File: config.mk
export PLATFORM = sky130hd
export DESIGN_NAME = deferred_fault_tracker
export DESIGN_NICKNAME = d
export VERILOG_FILES = /design/src/rtl/deferred_fault_tracker.sv
export SDC_FILE = /design/constraint.sdc
export NUM_CORES = 1
export LEC_CHECK = 0
export ABC_AREA = 1
export BUFFER_PORTS_ARGS = -buffer_cell sky130_fd_sc_hd__buf_4
export CORE_MARGIN = 1.5
export CORE_UTILIZATION = 40
export CTS_CLUSTER_SIZE = 16
export DETAILED_ROUTE_END_ITERATION = 12
export MAX_ROUTING_LAYER = met4
export SYNTH_ARGS = -nofsm -noshare
export SYNTH_HDL_FRONTEND = slang
export SYNTH_SLANG_ARGS = --single-unit
File: constraint.sdc
create_clock -name clk -period 3.1 [get_ports clk]
set_input_delay 0.31 -clock clk [delete_from_list [all_inputs] [get_ports clk]]
set_output_delay 0.31 -clock clk [all_outputs]
set_load 0.02 [all_outputs]
File: src/rtl/deferred_fault_tracker.sv
module deferred_fault_tracker #(
  parameter int REG_W = 7,
  parameter int TGT_W = 16
) (
  input  logic                  clk,
  input  logic                  rst,
  input  logic                  wr_valid,
  input  logic                  wr_is_load,
  input  logic                  ld_fault,
  input  logic                  src_a_en,
  input  logic [REG_W-1:0]      src_a,
  input  logic                  src_b_en,
  input  logic [REG_W-1:0]      src_b,
  input  logic [REG_W-1:0]      wr_dst,
  input  logic                  chk_valid,
  input  logic [REG_W-1:0]      chk_reg,
  input  logic [TGT_W-1:0]      chk_target,
  output logic [(1<<REG_W)-1:0] tokens,
  output logic                  redirect_valid,
  output logic [TGT_W-1:0]      redirect_target
);
  localparam int NREGS = 1 << REG_W;

  logic [NREGS-1:0] tok_q;
  logic             src_hit, new_tok, chk_hit;

  assign src_hit = (src_a_en & tok_q[src_a]) | (src_b_en & tok_q[src_b]);
  assign new_tok = wr_is_load ? ld_fault : src_hit;
  assign chk_hit = chk_valid & tok_q[chk_reg];
  assign tokens  = tok_q;

  always_ff @(posedge clk) begin
    if (rst)
      tok_q <= '0;
    else if (wr_valid)
      tok_q[wr_dst] <= new_tok;
  end

  always_ff @(posedge clk) begin
    if (rst) begin
      redirect_valid  <= 1'b0;
      redirect_target <= '0;
    end else begin
      redirect_valid <= chk_hit;
      if (chk_hit)
        redirect_target <= chk_target;
    end
  end

  p_reset_clears_r1: assert property (@(posedge clk)
    rst |=> (tokens == '0 && !redirect_valid));

  p_fault_load_marks_r2: assert property (@(posedge clk) disable iff (rst)
    (wr_valid && wr_is_load && ld_fault) |=> tokens[$past(wr_dst)]);

  p_clean_load_clears_r3: assert property (@(posedge clk) disable iff (rst)
    (wr_valid && wr_is_load && !ld_fault) |=> !tokens[$past(wr_dst)]);

  p_alu_propagates_r4: assert property (@(posedge clk) disable iff (rst)
    (wr_valid && !wr_is_load && src_a_en && tokens[src_a]) |=> tokens[$past(wr_dst)]);

  p_alu_clean_clears_r5: assert property (@(posedge clk) disable iff (rst)
    (wr_valid && !wr_is_load && !(src_a_en && tokens[src_a]) && !(src_b_en && tokens[src_b]))
      |=> !tokens[$past(wr_dst)]);

  p_check_clean_noop_r6: assert property (@(posedge clk) disable iff (rst)
    (chk_valid && !tokens[chk_reg] && !wr_valid) |=> (!redirect_valid && $stable(tokens)));

  p_check_marked_redirects_r7: assert property (@(posedge clk) disable iff (rst)
    (chk_valid && tokens[chk_reg]) |=> (redirect_valid && redirect_target == $past(chk_target)));

  p_no_check_no_redirect_r7: assert property (@(posedge clk) disable iff (rst)
    !chk_valid |=> !redirect_valid);

  p_idle_holds_r9: assert property (@(posedge clk) disable iff (rst)
    !wr_valid |=> $stable(tokens));

  p_one_bit_moves_r9: assert property (@(posedge clk) disable iff (rst)
    wr_valid |=> $countones(tokens ^ $past(tokens)) <= 1);
endmodule

* Word level (Yosys, flattened, before mapping)
Index checks and enable logic that the tools add are counted.
** Cells by class
- Add/sub/neg operators :: 0
- Multiply operators :: 0
- Div/mod/pow operators :: 0
- Order comparisons :: 5
- Equal/unequal tests :: 0
- Shifts and indexed selects :: 0
- Muxes and demuxes :: 10
- Bitwise logic cells :: 4
- Reduce and logical (&&, ||, !) cells :: 1
** Operators with widths (number)
- 128-bit bitwise mux :: 1
- 7-bit by 8-bit less-than comparator with 1-bit output, second input constant :: 4
- 1-bit binary-select mux with 7-bit select :: 3
- 1-bit demux with 7-bit select :: 1
- 7-bit by 1-bit greater-or-equal comparator with 1-bit output, second input constant :: 1
- 1-bit two-way mux :: 5
- 1-bit bitwise AND :: 3
- 1-bit logical AND :: 1
- 1-bit bitwise OR :: 1
** Word-level totals
- Register bits after elaboration :: 145
- Latch bits :: 0
- RAM bits :: 0
- ROM bits :: 0
- Input port bits :: 52
- Output and inout port bits :: 145
- Memories kept :: 0

* Depth between registers and ports, before layout
Gate-level depths: netlist (run 1).
- Depth in word-level cells :: 6
- Depth in mapped cells :: 17

* Least setup slack after synthesis (run 1)
OpenSTA, ideal clock, no wires.
- Kind :: input to register
- Start :: in chk_reg[1]
- End :: reg redirect_target[0]
- Setup time :: 0.113 ns
- Arrival time :: 1.754 ns
- Path slack :: 1.233 ns
- Cell stages on the path :: 16
- Buffers on the path :: 4
- Cell sequence :: buf_2 > inv_2 > buf_2 > buf_2 > o21ai_0 > o22ai_1 > nand2_1 > nand3_1 > nand3_1 > nand2_1 > nand2_1 > nand3b_1 > nand3_2 > buf_2 > nor2_1 > nor2_1
** On the way
- Longest elaborated chain between the ends :: 3
** Ends and longest elaborated chain
- from (decl) :: line 16 : input logic [REG_W-1:0] chk_reg,
- 1-bit binary-select mux with 7-bit select :: line 29 : assign chk_hit = chk_valid & tok_q[chk_reg];
- 1-bit two-way mux (implied by the code) :: line 29
- 1-bit bitwise AND :: line 29
- to (signal assigned) :: line 46 : redirect_target <= chk_target;
- to (decl) :: line 20 : output logic [TGT_W-1:0] redirect_target
Every way passes these cells. The select of a mux whose other input is x is not followed.
A chain may end at the register's enable or synchronous reset.

* Worst setup path after layout (run 1)
- Start :: in src_a[1]
- End :: reg tok_q[29] (netlist: tokens[29])
** On the way
- Longest elaborated chain between the ends :: 6
** Ends and longest elaborated chain
- from (decl) :: line 11 : input logic [REG_W-1:0] src_a,
- 1-bit binary-select mux with 7-bit select :: line 27 : assign src_hit = (src_a_en & tok_q[src_a]) | (src_b_en & tok_q[src_b]);
- 1-bit two-way mux (implied by the code) :: line 27
- 1-bit bitwise AND :: line 27
- 1-bit bitwise OR :: line 27
- 1-bit two-way mux :: line 28 : assign new_tok = wr_is_load ? ld_fault : src_hit;
- 128-bit bitwise mux :: line 36 : tok_q[wr_dst] <= new_tok;
- to (signal, indexed assignment) :: line 36
- to (decl) :: line 24 : logic [NREGS-1:0] tok_q;
Every way passes these cells. The select of a mux whose other input is x is not followed.

==> metrics.txt, run 1 <==
footprint of the multi-input gates 5500 sq um; gp weighted congestion approximately 1; setup repair after global routing missed its margin false; GR met1 Demand/Resource 0.435; final critical-path setup slack about 760 ps; Final #Nets between 1500 and 2000; Worst setup startpoint src_a[1]; overall routing resource usage 0.330; number of rows in the core area between 50 and 60; Setup-failing EPs final 0; first-pass GRT wire length around 60000 um; sequential standard cell area 2900 sq um; synthesis warning total 0; 1st-iter DRT viols around 1400; sequential share of the synthesized area 0.314; number of cells on the worst reg-to-reg path 13; Critical-path top delay cell sky130_fd_sc_hd__buf_4; Sum Neg Setup Slack 0 ps; fraction of layout instances using a drive strength above 1 0.150; worst setup slack before clock tree synthesis approximately 410 ps; first-pass iteration count of the detailed router 6; clock tree root driver cell sky130_fd_sc_hd__clkbuf_16; total count of max-transition violations in the final report 0; DP Area between 10000 and 15000 sq um; number of global-route vias before repair ~10000; Post CTS Setup Buffer Count 0; clock buffers created by TritonCTS 17; met3 usage in global routing 0.0535; CP bufs+invs 4; Post-Synthesis Cell Area roughly 9200 sq um; number of cells traversed by the worst hold path 2; Total Wirelength 38800 um; antenna violations before repair 0; count of cells resized by post-cts repair 0; hold buffer count at CTS 0; slew at the pin closest to its max-slew limit a little over 1000 ps; clock-pin slew on the worst setup and hold paths approximately 70 ps; source-to-sink clock delay at the later pin of the worst-skew pair approximately 440 ps; CTS tree yes; pin count of the biggest net entering global routing 145; crit path max fanout about 60; number of buffers added on ports slightly below 200; max incr delay on CP 350 ps; total power consumption of the routed design roughly 4800 uW; endpoint kind of the worst setup timing path flip-flop; CORE AREA around 23000 sq um; switching power share of the total 0.315; number of different library cells in the post-synthesis netlist 20; critical path cell sequence buf_4, inv_1, buf_4, nand3_1, nand3_1, nand3_1, nand3_1, nand3_1, nand2_1, nand2_1, nand3_1, nand3_1, nand2_4, buf_12, a21oi_1; run status finished clean; overall die width 155 um; instance count on the critical path 15; clock group share of total power 0.437; pwr dens around 430 nW/um^2; CTS HTree Levels 4; most used routing layer in global routing met2; kind of launch point of the worst setup path input pin; number of primary I/O pins 197; worst hold start rst; total of max-cap violations 0; fraction of met2 tracks used by global routing 0.496; share of power burned in combinational logic 0.166; endpoints failing hold 0; category of cells accounting for the largest share of critical-path delay buffers and inverters; initial core utilization 0.408; WL per Instance between 15 and 20 um; count of clock tree sinks around 150; final instance area roughly 11000 sq um; residual overflow from global routing 0; remaining antenna violation count after routing 0; main area contributors after synthesis sky130_fd_sc_hd__dfxtp_1 31%, sky130_fd_sc_hd__nand2_1 15%, sky130_fd_sc_hd__nand3_1 15%, sky130_fd_sc_hd__o21ai_0 9.8%, sky130_fd_sc_hd__nor2_1 9.1%; number of inserted filler cells in the final layout 2398; leakage power of the design 0.00468 uW; number of DRC violations after detailed routing 0; peak clock frequency supported by timing approximately 430 MHz; register bit total from synthesis ~150; final period utilization 0.755; Max-slew headroom 0.313; Gate Count Post-Synth ~1600; critical setup path kind input pin to flip-flop; worst vdd ir 0.349 mV; area share of the leading cell type in the synthesized netlist 0.314; DR vias/cell 5.80; die outline area between 20000 and 25000 sq um; Worst Path Required 3410 ps; proportion of power drawn by flip-flops and latches 0.398; average cell area after synthesis between 5 and 6 sq um; Switch Pwr ~1500 uW; area leader, netlist sky130_fd_sc_hd__dfxtp_1; layout overhead on the synthesized area 21.3%; number of nets in the synthesized netlist 1605; post-layout min period around 2300 ps; commonest non-fill, non-tap cells in the layout 373 x sky130_fd_sc_hd__nand2_1, 270 x sky130_fd_sc_hd__nand3_1, 225 x sky130_fd_sc_hd__nor2_1, 209 x sky130_fd_sc_hd__buf_4, 181 x sky130_fd_sc_hd__o21ai_0; internal power consumption roughly 3300 uW; worst min path class input pin to flip-flop; detailed placer's ending HPWL around 25000 um; Most common cell on crit path sky130_fd_sc_hd__nand3_1; launch instance of the worst register-to-register path tokens[33]$_SDFFE_PP0P_; setup skew after layout around 10 ps; most common cell after layout, fill and taps aside sky130_fd_sc_hd__nand2_1; height of the die between 150 and 200 um; post-route core utilization 0.495; CTS Buffer Depth 2; final antenna diode count 0; arrival time worst endpoint 2650 ps; via total after detailed routing roughly 11000
[Yosys cell counts, drive strengths merged]
cell type  count
clkbuf        40
nor3           8
o22ai         29
inv           56
nand3b         2
o21ai        193
nor2         225
nand2        374
buf           73
or2            1
a21oi        135
nand3        271
dfxtp        145
clkinv         1
[through the flow]
step	hold slack (ps)	instances
CTS	27.6	1970
finish	36.9	1970
global route	27.2	1970
detailed placement	486	1938
floorplan	382	1553
global placement	485	1938
[power by group through the flow]
stage	Sequential (uW)	Combinational, uW	Clock [uW]
2_1_floorplan	1980	499	0
3_3_place_gp	1950	775	0
3_5_place_dp	1950	778	0
4_1_cts	1910	780	2110
5_1_grt	1910	860	2200
6_report	1910	795	2100
[flip-flops by register name (all words and copies together) (netlist names)]
name and flops:
redirect_target 16, tokens 128, redirect_valid 1
[path summary, 6_finish.rpt]
check                           slack [ps]                              end
worst min register to register         510  redirect_target[4]$_SDFFE_PP0P_
worst min-delay path                    40        redirect_valid$_SDFF_PP0_
worst max-delay path                   760          tokens[29]$_SDFFE_PP0P_
worst max register to register        1110          tokens[29]$_SDFFE_PP0P_
[layer usage]
layer / routed length (um) / vias to the layer above
met5: 0 / -
met4: 1630 / 0
met3: 3720 / 121
met2: 17000 / 657
met1: 16500 / 5189
li1: - / 5456
[cells by family after synthesis]
family          count (synthesis)  share of synthesized area
simple gates                  881                      0.397
flops                         145                      0.314
compound gates                357                      0.197
buf+inv                       170                     0.0914
[cell type report]
cell class,count,area share
tap,285,0.0318
timing repair buffer,213,0.147
clock buffer,18,0.0392
clock inverter,14,0.0131
inverter,57,0.0191
multi-input combinational,1238,0.491
sequential,145,0.259
(Power assumes the default switching activity.)
==> inputs of run 2 (changes only) <==
clock period = 2.4 ns   (was 3.1 ns; I/O delays follow)
==> run 2 against run 1 <==
First-iteration DRC count fell by 5.8%; largest cell class unchanged; register-to-register slack worse by 660 ps; sequential share of layout area decreased by 1.2 points; largest power group unchanged.
==> metrics.txt, run 2 (same netlist as run 1, synthesis figures left out) <==
gp weighted congestion around 0.96; critical path cell sequence nand2_1, nand3_1, nand3_1, nand3_1, nand2_1, nand2_1, nand3_1, nand3_1, nand3_1, nand3_1, nand2_4, buf_12, a21oi_1; via total after detailed routing ~11000; initial core utilization 0.408; total count of max-transition violations in the final report 0; CTS Buffer Depth 2; endpoints failing hold 0; crit path max fanout between 40 and 50; Worst Path Required ~2700 ps; max incr delay on CP 380 ps; Most common cell on crit path sky130_fd_sc_hd__nand3_1; footprint of the multi-input gates around 5500 sq um; slew at the pin closest to its max-slew limit between 700 and 800 ps; run status finished clean; count of clock tree sinks 145; number of global-route vias before repair ~10000; antenna violations before repair 0; layout overhead on the synthesized area 27.3%; number of primary I/O pins just under 200; clock tree root driver cell sky130_fd_sc_hd__clkbuf_16; remaining antenna violation count after routing 0; overall routing resource usage 0.330; critical setup path kind flip-flop to flip-flop; r2r endpoint tokens[79]$_SDFFE_PP0P_; Max-slew headroom 0.498; commonest non-fill, non-tap cells in the layout 373 x sky130_fd_sc_hd__nand2_1, 270 x sky130_fd_sc_hd__nand3_1, 226 x sky130_fd_sc_hd__buf_4, 225 x sky130_fd_sc_hd__nor2_1, 181 x sky130_fd_sc_hd__o21ai_0; CTS HTree Levels 4; terminating pin of the worst hold path redirect_target[10]$_SDFFE_PP0P_; residual overflow from global routing 0; hold buffer count at CTS 1; Setup-failing EPs final 0; DR vias/cell around 5.7; pin count of the biggest net entering global routing between 100 and 150; sequential standard cell area a little under 3000 sq um; worst min path class input pin to flip-flop; Post CTS Setup Buffer Count 0; final critical-path setup slack approximately 450 ps; Critical-path top delay cell sky130_fd_sc_hd__dfxtp_1; CORE AREA ~23000 sq um; clock buffers created by TritonCTS 17; peak clock frequency supported by timing ~500 MHz; leakage power of the design just under 0.005 uW; source-to-sink clock delay at the later pin of the worst-skew pair about 440 ps; post-layout min period 1950 ps; number of cells on the worst reg-to-reg path 13; slack of the worst reg-to-reg path 450 ps; height of the die roughly 160 um; fraction of layout instances using a drive strength above 1 0.165; die outline area roughly 24000 sq um; setup repair after global routing missed its margin false; detailed placer's ending HPWL about 26000 um; setup skew after layout between 7 and 8 ps; worst hold start chk_target[10]; WL per Instance 19.6 um; CP bufs+invs 1; number of rows in the core area between 50 and 60; overall die width around 160 um; final antenna diode count 0; CTS tree yes; pwr dens ~570 nW/um^2; Final #Nets 1759; Total Wirelength about 39000 um; worst vdd ir between 0.4 and 0.5 mV; total of max-cap violations 0; number of flip-flops under the largest register name around 130; first-pass GRT wire length 59800 um; number of cells traversed by the worst hold path 3; kind of launch point of the worst setup path flip-flop; category of cells accounting for the largest share of critical-path delay simple AND/OR/NAND/NOR gates; number of buffers added on ports approximately 200; count of cells resized by post-cts repair 0; launch instance of the worst register-to-register path tokens[78]$_SDFFE_PP0P_; final period utilization 0.813; number of inserted filler cells in the final layout approximately 2300; worst setup slack before clock tree synthesis roughly 150 ps; arrival time worst endpoint about 2300 ps; most common cell after layout, fill and taps aside sky130_fd_sc_hd__nand2_1; number of DRC violations after detailed routing 0; total power consumption of the routed design 6710 uW; endpoint kind of the worst setup timing path flip-flop; 1st-iter DRT viols approximately 1300; first-pass iteration count of the detailed router 6; clock-pin slew on the worst setup and hold paths around 70 ps; Sum Neg Setup Slack 0 ps
run 2: cell types whose count changed in the layout (fill, tap and decap cells not counted), sizes merged:
| cell | change |
|---|---|
| buf | +34 |
| bufinv | +5 |
| clkinvlp | -3 |
| dlygate4sd3 | +1 |
| inv | -4 |
run 2: how the worst max path moves through the flow:
stage	slack, ps	depth (start not counted)	end	startpoint
2_1_floorplan	600	16	redirect_target[0]$_SDFFE_PP0P_	chk_reg[1]
3_3_place_gp	200	16	tokens[68]$_SDFFE_PP0P_	src_a[0]
3_5_place_dp	150	16	tokens[63]$_SDFFE_PP0P_	src_a[0]
4_1_cts	480	13	tokens[84]$_SDFFE_PP0P_	tokens[78]$_SDFFE_PP0P_
5_1_grt	240	13	redirect_target[15]$_SDFFE_PP0P_	tokens[78]$_SDFFE_PP0P_
6_report	450	13	tokens[79]$_SDFFE_PP0P_	tokens[78]$_SDFFE_PP0P_
run 2: worst min-delay path, delay by kind of cell:
family / cells / cell delay, ps
AND/OR/NAND/NOR: 2 / 110
buffers and inverters: 1 / 80
run 2: power by group:
| group | switching [uW] | internal, uW | total, uW |
|---|---|---|---|
| Sequential | 26.7 | 2440 | 2470 |
| Combinational | 735 | 389 | 1120 |
| Clock | 1160 | 1950 | 3110 |
| Total | 1920 | 4780 | 6710 |
run 2: stage by stage:
step                      hold WS, ps  area, sq um   util  instances
after floorplan                   312         9240      -       1553
after global placement            414        11100  0.490       1972
after detailed placement          417        11100  0.490       1972
after CTS                        14.2        11800  0.520       2003
after global routing             19.9        11800  0.520       2003
final                            22.3        11800  0.520       2003
run 2: layout make-up:
| type | count | share of cell area |
|---|---|---|
| Clock inverter | 12 | 0.0197 |
| Sequential cell | 145 | 0.247 |
| Timing Repair Buffer | 248 | 0.181 |
| Clock buffer | 18 | 0.0365 |
| Multi-Input combinational cell | 1238 | 0.468 |
| Inverter | 57 | 0.0182 |
| Tap cell | 285 | 0.0303 |
run 2: routing by layer:
metal | vias to the layer above | share of wire | track usage
li1 | 5516 | - | -
met3 | 106 | 0.096 | 0.0646
met5 | - | 0 | -
met1 | 5206 | 0.43 | 0.441
met4 | 0 | 0.041 | 0.146
met2 | 661 | 0.43 | 0.481
